**config.mk**
```make
export PLATFORM = sky130hd
export DESIGN_NAME = reg_scoreboard
export DESIGN_NICKNAME = d
export VERILOG_FILES = /design/src/rtl/sb_pkg.sv /design/src/rtl/sb_valid_array.sv /design/src/rtl/sb_src_check.sv /design/src/rtl/reg_scoreboard.sv
export SDC_FILE = /design/constraint.sdc
export NUM_CORES = 1
export LEC_CHECK = 0
export BUFFER_PORTS_ARGS = -buffer_cell sky130_fd_sc_hd__buf_4
export CELL_PAD_IN_SITES_DETAIL_PLACEMENT = 0
export CELL_PAD_IN_SITES_GLOBAL_PLACEMENT = 1
export CORE_MARGIN = 2
export CORE_UTILIZATION = 41
export DETAILED_ROUTE_END_ITERATION = 12
export PLACE_DENSITY_LB_ADDON = 0.3
export SYNTH_ARGS = -nofsm -noshare
export SYNTH_HDL_FRONTEND = slang
export SYNTH_HIERARCHICAL = 1
export SYNTH_SLANG_ARGS = --single-unit
export TNS_END_PERCENT = 5
```
**constraint.sdc**
```tcl
create_clock -name clk -period 2 [get_ports clk]
set_clock_uncertainty 0.1 [all_clocks]
set_input_delay 0.2 -clock clk [delete_from_list [all_inputs] [get_ports clk]]
set_output_delay 0.2 -clock clk [all_outputs]
set_load 0.05 [all_outputs]
```
**src/rtl/sb_pkg.sv**
```systemverilog
package sb_pkg;
  parameter int unsigned SB_NUM_REGS = 32;
  parameter int unsigned SB_NUM_SRCS = 2;
  localparam int unsigned SB_IDX_W   = $clog2(SB_NUM_REGS);

  typedef logic [SB_IDX_W-1:0] sb_idx_t;
endpackage

```
**src/rtl/sb_valid_array.sv**
```systemverilog
module sb_valid_array #(
  parameter int unsigned NUM_REGS = 32,
  localparam int unsigned IDX_W = $clog2(NUM_REGS)
) (
  input  logic                clk,
  input  logic                rst_n,
  input  logic                clr_en,
  input  logic [IDX_W-1:0]    clr_idx,
  input  logic                set_en,
  input  logic [IDX_W-1:0]    set_idx,
  output logic [NUM_REGS-1:0] full_q
);
  // One flag per register; entry 0 is a constant full flag.
  for (genvar r = 0; r < NUM_REGS; r++) begin : g_flag
    if (r == 0) begin : g_zero
      assign full_q[r] = 1'b1;
    end else begin : g_live
      logic hit_clr, hit_set;
      assign hit_clr = clr_en && (clr_idx == IDX_W'(r));
      assign hit_set = set_en && (set_idx == IDX_W'(r));
      always_ff @(posedge clk or negedge rst_n) begin
        if (!rst_n)       full_q[r] <= 1'b1;
        else if (hit_clr) full_q[r] <= 1'b0;   // new writer beats completion
        else if (hit_set) full_q[r] <= 1'b1;
      end
    end
  end
endmodule

```
**src/rtl/sb_src_check.sv**
```systemverilog
module sb_src_check #(
  parameter int unsigned NUM_REGS = 32,
  parameter int unsigned NUM_SRCS = 2,
  localparam int unsigned IDX_W = $clog2(NUM_REGS)
) (
  input  logic [NUM_REGS-1:0]       full_vec,
  input  logic [NUM_SRCS*IDX_W-1:0] src_idx,
  input  logic [NUM_SRCS-1:0]       src_en,
  output logic                      all_full
);
  logic [NUM_SRCS-1:0] blocked;

  for (genvar s = 0; s < NUM_SRCS; s++) begin : g_src
    logic [IDX_W-1:0] idx;
    assign idx        = src_idx[s*IDX_W +: IDX_W];
    assign blocked[s] = src_en[s] && !full_vec[idx];
  end

  assign all_full = ~|blocked;
endmodule

```
**src/rtl/reg_scoreboard.sv**
```systemverilog
module reg_scoreboard #(
  parameter int unsigned NUM_REGS = sb_pkg::SB_NUM_REGS,
  parameter int unsigned NUM_SRCS = sb_pkg::SB_NUM_SRCS,
  localparam int unsigned IDX_W = $clog2(NUM_REGS)
) (
  input  logic                      clk,
  input  logic                      rst_n,
  input  logic                      iss_valid,
  output logic                      iss_ready,
  input  logic                      iss_wr_en,
  input  logic [IDX_W-1:0]          iss_dst,
  input  logic [NUM_SRCS*IDX_W-1:0] iss_src,
  input  logic [NUM_SRCS-1:0]       iss_src_en,
  input  logic                      cmp_valid,
  input  logic [IDX_W-1:0]          cmp_dst
);
  logic [NUM_REGS-1:0] full_q;
  logic                src_ok;
  logic                claim;

  sb_src_check #(.NUM_REGS(NUM_REGS), .NUM_SRCS(NUM_SRCS)) u_check (
    .full_vec (full_q),
    .src_idx  (iss_src),
    .src_en   (iss_src_en),
    .all_full (src_ok)
  );

  assign iss_ready = src_ok;
  // Only an accepted writer may claim its destination.
  assign claim     = iss_valid && src_ok && iss_wr_en;

  sb_valid_array #(.NUM_REGS(NUM_REGS)) u_flags (
    .clk     (clk),
    .rst_n   (rst_n),
    .clr_en  (claim),
    .clr_idx (iss_dst),
    .set_en  (cmp_valid),
    .set_idx (cmp_dst),
    .full_q  (full_q)
  );
endmodule

```
## Yosys cells after proc, flatten, opt, wreduce, memory -nomap -nowiden

Index checks and enable logic that the tools add are counted.

| cells by class | value |
|---|---|
| $lt $le $gt $ge | 2 |
| equal/unequal tests | 62 |
| mux-type cells | 66 |
| reduce and logical (&&, ||, !) cells | 101 |

Operators with widths:

| kind | count |
|---|---|
| $eq A5 B5 Y1 const B | 32 |
| $eq A5 B4 Y1 const B | 16 |
| $logic_and A1 B1 Y1 | 66 |
| $mux W1 | 64 |
| $reduce_bool A2 Y1 | 31 |
| $eq A5 B3 Y1 const B | 8 |
| $eq A5 B2 Y1 const B | 4 |
| $lt A5 B6 Y1 const B | 2 |
| $bmux W1 S5 | 2 |
| $eq A5 B1 Y1 const B | 2 |
| $logic_not A1 Y1 | 3 |
| $reduce_or A2 Y1 | 1 |

| word-level totals | value |
|---|---|
| bits in registers | 31 |
| logic and storage cells | 262 |

## Logic depth before layout (Yosys ltp)

Gate-level depths: netlist of run 1.

| logic depth | value |
|---|---|
| depth after elaboration | 10 |
| gate-level depth with buffers | 10 |

## Modules after synthesis

Netlist of run 1, hierarchy kept.

Modules (own cells, without submodules):

| module | instances | cells an instance | area an instance (um2) | seq. area each (um2) |
|---|---|---|---|---|
| sb_valid_array | 1 | 135 | 1480.2 | 814.5 |
| sb_src_check | 1 | 68 | 626.9 | 0.0 |
| reg_scoreboard | 1 | 1 | 6.3 | 0.0 |

## Worst setup path after synthesis of run 1

Ideal clock, no wire load.

| timing path | value |
|---|---|
| path type | reg-to-reg |
| start | reg u_flags.full_q[17] |
| end | reg u_flags.full_q[14] |
| arrival | 2861 ps |
| required time | 1807 ps |
| setup slack | -1055 ps |
| stages on the path, launching flop included | 10 |
| period minus slack after synthesis | 3055 ps |
| path through | dfstp_2 mux4_2 o22ai_2 nor4b_1 nor4_1 a2bb2oi_1 and3_1 nand2b_1 nor3b_1 a31oi_1 |

| on the way | value |
|---|---|
| cells in the longest elaborated chain, start to end | 10 |
| elaborated cells on any way between the ends | 15 |
| classes of those cells | mux: 5; reduce/logical: 10 |

RTL lines:

| item | line | RTL |
|---|---|---|
| start: declaration | sb_valid_array.sv:11 | `output logic [NUM_REGS-1:0] full_q` |
| start signal: indexed assignment | sb_valid_array.sv:22 | `if (!rst_n) full_q[r] <= 1'b1;` |
| start signal: indexed assignment | sb_valid_array.sv:23 | `else if (hit_clr) full_q[r] <= 1'b0;` |
| start signal: indexed assignment | sb_valid_array.sv:24 | `else if (hit_set) full_q[r] <= 1'b1;` |
| $bmux W1 S5 | sb_src_check.sv:16 | `assign blocked[s] = src_en[s] && !full_vec[idx];` |
| $mux W1 (not written as such) | sb_src_check.sv:16 |  |
| $logic_not A1 Y1 | sb_src_check.sv:16 |  |
| $logic_and A1 B1 Y1 | sb_src_check.sv:16 |  |
| $reduce_or A2 Y1 * | sb_src_check.sv:19 | `assign all_full = ~\|blocked;` |
| $logic_not A1 Y1 * | sb_src_check.sv:19 |  |
| net iss_ready | reg_scoreboard.sv:9 | `output logic iss_ready,` |
| $logic_and A1 B1 Y1 * (2 in series) | reg_scoreboard.sv:30 | `assign claim = iss_valid && src_ok && iss_wr_en;` |
| net claim | reg_scoreboard.sv:19 | `logic claim;` |
| $logic_and A1 B1 Y1 * | sb_valid_array.sv:19 | `assign hit_clr = clr_en && (clr_idx == IDX_W'(r));` |
| $mux W1 / $reduce_bool A2 Y1 (equally long branches) | -- |  |

The timed path passes the listed nets; every way through them passes the cells marked *. The select of a mux whose other input is x is not followed.
A chain may end at the register's enable or synchronous reset.

## Final worst setup path of run 1

| timing path | value |
|---|---|
| start | reg u_flags.full_q[13] |
| end | reg u_flags.full_q[20] |

| on the way | value |
|---|---|
| cells in the longest elaborated chain, start to end | 10 |
| elaborated cells on any way between the ends | 15 |
| classes of those cells | mux: 5; reduce/logical: 10 |

RTL lines:

| item | line |
|---|---|
| $bmux W1 S5 | sb_src_check.sv:16 |
| $mux W1 (not written as such) | sb_src_check.sv:16 |
| $logic_not A1 Y1 | sb_src_check.sv:16 |
| $logic_and A1 B1 Y1 | sb_src_check.sv:16 |
| $reduce_or A2 Y1 * | sb_src_check.sv:19 |
| $logic_not A1 Y1 * | sb_src_check.sv:19 |
| $logic_and A1 B1 Y1 * (2 in series) | reg_scoreboard.sv:30 |
| net claim | reg_scoreboard.sv:19 |
| $logic_and A1 B1 Y1 * | sb_valid_array.sv:19 |
| $mux W1 / $reduce_bool A2 Y1 (equally long branches) | -- |

Marks and branches as above.

==> results_dict.tcl, run 1 <==
set metrics [dict create \
    floorplan.initialDensity 0.419 \
    biggestRegsByFlops "u_flags/full_q (31)" \
    yosys_most_used_dff "sky130_fd_sc_hd__dfstp_2" \
    critical_path.max_stage_delay_ps 470 \
    post-route-min-period_ps 2290 \
    crit_path_cell_trace "mux4_2 > nor2b_2 > nor3_2 > nor4_2 > a2bb2oi_2 > and3_4 > nand2_4 > and2b_1 > a21oi_1" \
    ctsHoldBuffers 0 \
    cell_family_with_most_cp_delay "simple AND/OR/NAND/NOR gates" \
    dpl_worst_slack_ps -493 \
    largest_register_ffs 31 \
    power_leakage_nw 1.08 \
    drt-met1-wl_mm 2.58 \
    clock_tree_buf_depth 2 \
    first_global_vias 1784 \
    avgRoutedWirePerCell_um 18.5 \
    tritoncts_clock_tree "yes" \
    dp_hpwl_mm 4.35 \
    floorplan.core_area_mm2 0.00504 \
    die_area_mm2 0.00574 \
    route.detailed.drc 0 \
    place_inst 309 \
    worst_setup_hold_path_clk_slew_ps 60 \
    gr-usage-all-layers 0.216 \
    criticalPathCategory "reg -> reg" \
    critical_path.slowest_cell "sky130_fd_sc_hd__mux4_2" \
    cts_inserted_buffers 5 \
    first_pass_drt_iterations 4 \
    timing.setup.tns_ps -7540 \
    setup_ws_ps -291 \
    failed_checks "setup timing" \
    number_of_failing_setup_endpoints_in_the_final_timing_report 32 \
    worst_r2r_path_depth 9 \
    max_freq_mhz 437 \
    wire_length_of_the_first_global_routing_pass_mm 9.09 \
    grt_max_degree 32 \
    yosysWarnings 6 \
    design_power_total_w 0.00226 \
    antenna_cells 0 \
    maxCapViolations 0 \
    seq_area_frac_synth 0.385 \
    netlist-cell-type-count 40 \
    clock_sinks 31 \
    worst-path-buf-inv 0 \
    grt_setup_unrepaired "yes" \
    synth-edff-count 0 \
    timing.critical_path.required_ps 2100 \
    dr_wl_met2_mm 2.81 \
    top_layer_used "met4" \
    timing.final.hold_violations 0 \
    number_of_rows_created_at_floorplan 26 \
    cp-end-kind "register" \
    critPathMaxFanout 4 \
    h-tree-depth 2 \
    worstSetupStartpointType "register" \
    die_width_um 75.8 \
    nNetsFinal 274 \
    power_density_mw_per_mm2 833 \
    post_synth.cell_area_avg_um2 10.4 \
    number_of_storage_elements_in_the_synthesis_netlist 31 \
    clkLatencyLatePin_ps 280 \
    ir_worst_vdd_mv 0.548 \
    routed-wl-met3_um 421 \
    critical_path_arrival_ps 2390 \
    instances_no_fill 317 \
    die_h_um 75.8 \
    ctsRootBufferMaster "sky130_fd_sc_hd__clkbuf_8" \
    antenna_violating_nets_post_route 0 \
    syn-cell-area_mm2 0.00211 \
    placement.io_buffers 27 \
    finalWeightedCongestion 0.884 \
    maxSlewViolCount 0 \
    post-route-period-util 1.15 \
    antenna_found_initial 0 \
    dr.first_iter.drc_count 106 \
    synthesis.instances 204 \
    syn-num-nets 231 \
    detailroute.via_count 1896 \
    viasPerCell 5.98 \
    critical_path_cell_count 9 \
    area_delta_synth_final_pct 28.5 \
    final_layout_size_suffix_gt1_frac 0.555 \
    max_flop_register "u_flags/full_q" \
    hold_path_class "in -> async" \
    async_reset_ff_frac 1.00 \
    boundaryPins 28 \
    run_status "finished with violations" \
    grt_overflow_total 0 \
    routed_wl_mm 5.87 \
]
## placed cells by master (no fill, tap or decap), types with 4 or more instances in the layout
| master | count |
|---|---|
| sky130_fd_sc_hd__buf_4 | 46 |
| sky130_fd_sc_hd__a21oi_1 | 41 |
| sky130_fd_sc_hd__dfstp_2 | 31 |
| sky130_fd_sc_hd__a31oi_1 | 17 |
| sky130_fd_sc_hd__mux2i_1 | 9 |
| sky130_fd_sc_hd__a21oi_2 | 8 |
| sky130_fd_sc_hd__mux4_2 | 7 |
| sky130_fd_sc_hd__nor2_1 | 7 |
| sky130_fd_sc_hd__clkbuf_8 | 6 |
| sky130_fd_sc_hd__nand2_1 | 6 |
| sky130_fd_sc_hd__mux2_2 | 6 |
| sky130_fd_sc_hd__nor2b_1 | 4 |
## worst paths after layout
check                                     end                from  slack [ps]
max                        u_flags/full_q[20]  u_flags/full_q[13]        -290
min                         u_flags/full_q[6]               rst_n          20
max reg2reg                u_flags/full_q[20]  u_flags/full_q[13]        -290
min reg2reg                 u_flags/full_q[5]   u_flags/full_q[5]         440
max in group asynchronous  u_flags/full_q[30]               rst_n        1750
min in group clk           u_flags/full_q[12]          iss_dst[3]          80
## metrics by stage
step                      area (µm²)   util  hold slack, ps
after floorplan                 2140      -           -47.8
after global placement          2500  0.497             334
after detailed placement        2500  0.497             333
after CTS                       2700  0.534            36.0
after global routing            2720  0.539            65.8
final                           2720  0.539            20.4
## cell type report
type                            count  area [µm²]
Fill cell                         459        2330
Clock buffer                        6        82.6
Clock inverter                      1        5.00
Tap cell                           70        87.6
Sequential cell                    31         815
Timing Repair Buffer               51         423
Inverter                            1        3.75
Multi-Input combinational cell    157        1300
## power breakdown
part	total (W)	switching, W	internal [W]
logic	0.000732	0.000334	0.000398
registers	0.00105	0.000149	0.000903
clock network	0.000479	0.000210	0.000269
## logic make-up after synthesis
kind of cell           Yosys count  share of synthesized area
other                            1                    0.00177
AOI/OAI and AO/OA               78                      0.211
and+or+nand+nor                 55                      0.178
DFF                             31                      0.385
buffers and inverters           16                     0.0610
muxes                           23                      0.163
## worst register-to-register path: stages (launching register included)
cell,delay [ps]
sky130_fd_sc_hd__dfstp_2,380
sky130_fd_sc_hd__mux4_2,470
sky130_fd_sc_hd__nor2b_2,130
sky130_fd_sc_hd__nor3_2,50
sky130_fd_sc_hd__nor4_2,300
sky130_fd_sc_hd__a2bb2oi_2,90
sky130_fd_sc_hd__and3_4,190
sky130_fd_sc_hd__nand2_4,80
sky130_fd_sc_hd__and2b_1,230
sky130_fd_sc_hd__a21oi_1,200
## synth_stat cells (2+ instances only)
cell,instances,area [µm²]
sky130_fd_sc_hd__nor2_1,10,37.5
sky130_fd_sc_hd__o211ai_1,3,22.5
sky130_fd_sc_hd__a21oi_1,49,245
sky130_fd_sc_hd__mux2i_1,9,90.1
sky130_fd_sc_hd__nor3_1,5,25.0
sky130_fd_sc_hd__mux2_2,6,67.6
sky130_fd_sc_hd__mux4_2,6,135
sky130_fd_sc_hd__nor2b_2,2,17.5
sky130_fd_sc_hd__nor4b_1,2,17.5
sky130_fd_sc_hd__and4bb_2,3,37.5
sky130_fd_sc_hd__and2b_1,5,37.5
sky130_fd_sc_hd__buf_4,4,30.0
sky130_fd_sc_hd__and3_1,2,12.5
sky130_fd_sc_hd__a31oi_1,17,106
sky130_fd_sc_hd__nor2b_1,5,31.3
sky130_fd_sc_hd__o22ai_1,2,12.5
sky130_fd_sc_hd__mux4_1,2,52.6
sky130_fd_sc_hd__and4b_2,2,22.5
sky130_fd_sc_hd__dfstp_2,31,815
sky130_fd_sc_hd__buf_2,5,25.0
sky130_fd_sc_hd__nand2_1,7,26.3
sky130_fd_sc_hd__nand2b_1,4,25.0
sky130_fd_sc_hd__buf_6,5,56.3
sky130_fd_sc_hd__nand3b_1,2,15.0
## layer usage
metal  global-route usage  vias up
li1                     -      874
met1                0.317      922
met2                0.331       94
met3               0.0331        6
met4               0.0585        0
met5                    0        -
## what timing repair did
| action | CTS | global route |
|---|---|---|
| gates resized for setup | 26 | 5 |
| endpoints found under the setup margin | 32 | 32 |
| pin swaps | 16 | 3 |
| setup buffers | 1 | 0 |
(Power assumes the default switching activity.)
==> run 2, diff against run 1 <==
CORE_MARGIN = 4   (was 2)
==> results_dict.tcl, run 2 (same netlist as run 1, synthesis figures left out) <==
set metrics [dict create \
    run_status "finished with violations" \
    failed_checks "setup timing" \
    nNetsFinal 272 \
    cts_inserted_buffers 5 \
    number_of_rows_created_at_floorplan 25 \
    routed_wl_mm 5.82 \
    criticalPathCategory "reg -> out" \
    timing.final.hold_violations 0 \
    viasPerCell 6.07 \
    grt_overflow_total 0 \
    clock_sinks 31 \
    setup_ws_ps -317 \
    first_global_vias 1845 \
    mostFrequentLayoutCells "sky130_fd_sc_hd__buf_4, sky130_fd_sc_hd__a21oi_1, sky130_fd_sc_hd__dfstp_2, sky130_fd_sc_hd__a31oi_1, sky130_fd_sc_hd__a21oi_2" \
    critical_path.slowest_cell "sky130_fd_sc_hd__mux4_2" \
    wire_length_of_the_first_global_routing_pass_mm 9.38 \
    die_width_um 79.8 \
    floorplan.core_area_mm2 0.00485 \
    grt_max_degree 32 \
    critPathMaxFanout 3 \
    power_leakage_nw 1.07 \
    area_delta_synth_final_pct 27.8 \
    h-tree-depth 2 \
    power.share.clock 0.214 \
    critical_path_arrival_ps 2020 \
    cp-end-kind "primary output" \
    timing.setup.tns_ps -8220 \
    grt_setup_unrepaired "yes" \
    number_of_failing_setup_endpoints_in_the_final_timing_report 32 \
    clkLatencyLatePin_ps 280 \
    place_inst 305 \
    dr.first_iter.drc_count 82 \
    clock_tree_buf_depth 2 \
    antenna_found_initial 0 \
    most_common_cell_after_layout_fill_and_taps_aside "sky130_fd_sc_hd__buf_4" \
    worst-path-buf-inv 2 \
    dpl_worst_slack_ps -443 \
    die_h_um 79.8 \
    first_pass_drt_iterations 4 \
    die_area_mm2 0.00637 \
    maxSlewViolCount 0 \
    antenna_violating_nets_post_route 0 \
    internal_power_w 0.00156 \
    biggestRegsByFlops "u_flags/full_q (31)" \
    power.sequential.fraction 0.468 \
    placement.io_buffers 27 \
    max_freq_mhz 432 \
    detailroute.via_count 1893 \
    instances_no_fill 312 \
    floorplan.initialDensity 0.436 \
    timing.critical_path.required_ps 1700 \
    cell_family_with_most_cp_delay "multiplexers" \
    switching_share 0.308 \
    max_flop_register "u_flags/full_q" \
    ir_worst_vdd_mv 0.362 \
    tritoncts_clock_tree "yes" \
    net_load_switching_power_w 0.000691 \
    finalWeightedCongestion 0.798 \
    critical_path.max_stage_delay_ps 470 \
    antenna_cells 0 \
    post-route-min-period_ps 2320 \
    worst_setup_hold_path_clk_slew_ps 60 \
    ctsRootBufferMaster "sky130_fd_sc_hd__clkbuf_8" \
    largest_register_ffs 31 \
    gr-usage-all-layers 0.194 \
    dp_hpwl_mm 4.24 \
    route.detailed.drc 0 \
    hold_path_class "in -> async" \
    final_layout_size_suffix_gt1_frac 0.576 \
    post_cts_repair_setup_buffers 0 \
    power_density_mw_per_mm2 832 \
    post-route-period-util 1.16 \
    worstSetupStartpointType "register" \
    boundaryPins 28 \
    comb_power_share 0.318 \
    maxCapViolations 0 \
    crit_path_cell_trace "mux4_2 > o22ai_2 > nor4b_2 > nor4_2 > a2bb2oi_2 > buf_4 > buf_6" \
    avgRoutedWirePerCell_um 18.7 \
    ctsHoldBuffers 0 \
    fill_cells 447 \
]
-- run 2: power groups by stage --
stage	Combinational (W)	Clock (W)	Sequential (W)
final	0.000714	0.000481	0.00105
after global routing	0.000776	0.000527	0.00107
after CTS	0.000690	0.000495	0.00104
after detailed placement	0.000650	0	0.00105
after global placement	0.000647	0	0.00105
after floorplan	0.000442	0	0.000983
-- run 2: area by class of cell --
cell class / count / area, µm² / area share
flip-flops and latches: 31 / 815 / 0.302
clock inverters: 1 / 5.00 / 0.00185
repair buffers: 49 / 397 / 0.147
well taps: 67 / 83.8 / 0.0310
inverters: 1 / 3.75 / 0.00139
multi-input cells: 157 / 1310 / 0.487
clock buffers: 6 / 82.6 / 0.0306
-- run 2: worst paths after layout --
check	startpoint	endpoint	slack (ps)	cells past startpoint
min in group clk	iss_dst[3]	u_flags/full_q[12]	80	2
worst min-delay path	rst_n	u_flags/full_q[28]	20	1
max in group asynchronous	rst_n	u_flags/full_q[11]	1740	1
worst min register to register	u_flags/full_q[26]	u_flags/full_q[26]	440	2
worst max register to register	u_flags/full_q[25]	u_flags/full_q[1]	-310	9
worst max-delay path	u_flags/full_q[25]	iss_ready	-320	7
-- run 2: through the flow --
stage / hold WS, ps / util / power, W / area [µm²]
after floorplan: -47.8 / - / 0.00142 / 2140
after global placement: 341 / 0.514 / 0.00170 / 2490
after detailed placement: 344 / 0.514 / 0.00170 / 2490
after CTS: 39.2 / 0.550 / 0.00223 / 2670
after global routing: 75.5 / 0.557 / 0.00237 / 2700
final: 20.3 / 0.557 / 0.00225 / 2700
-- run 2: timing repair --
action | 4_1_cts | 5_1_grt
cloned | 0 | 0
setup endpoints to repair | 32 | 32
resized for setup | 23 | 8
pin swaps | 16 | 3
-- run 2: layer usage --
metal | global-route usage | routed length (µm) | vias up
li1 | - | - | 868
met1 | 0.276 | 2650 | 934
met2 | 0.300 | 2690 | 84
met3 | 0.0316 | 400 | 7
met4 | 0.0625 | 86 | 0
met5 | 0 | 0 | -
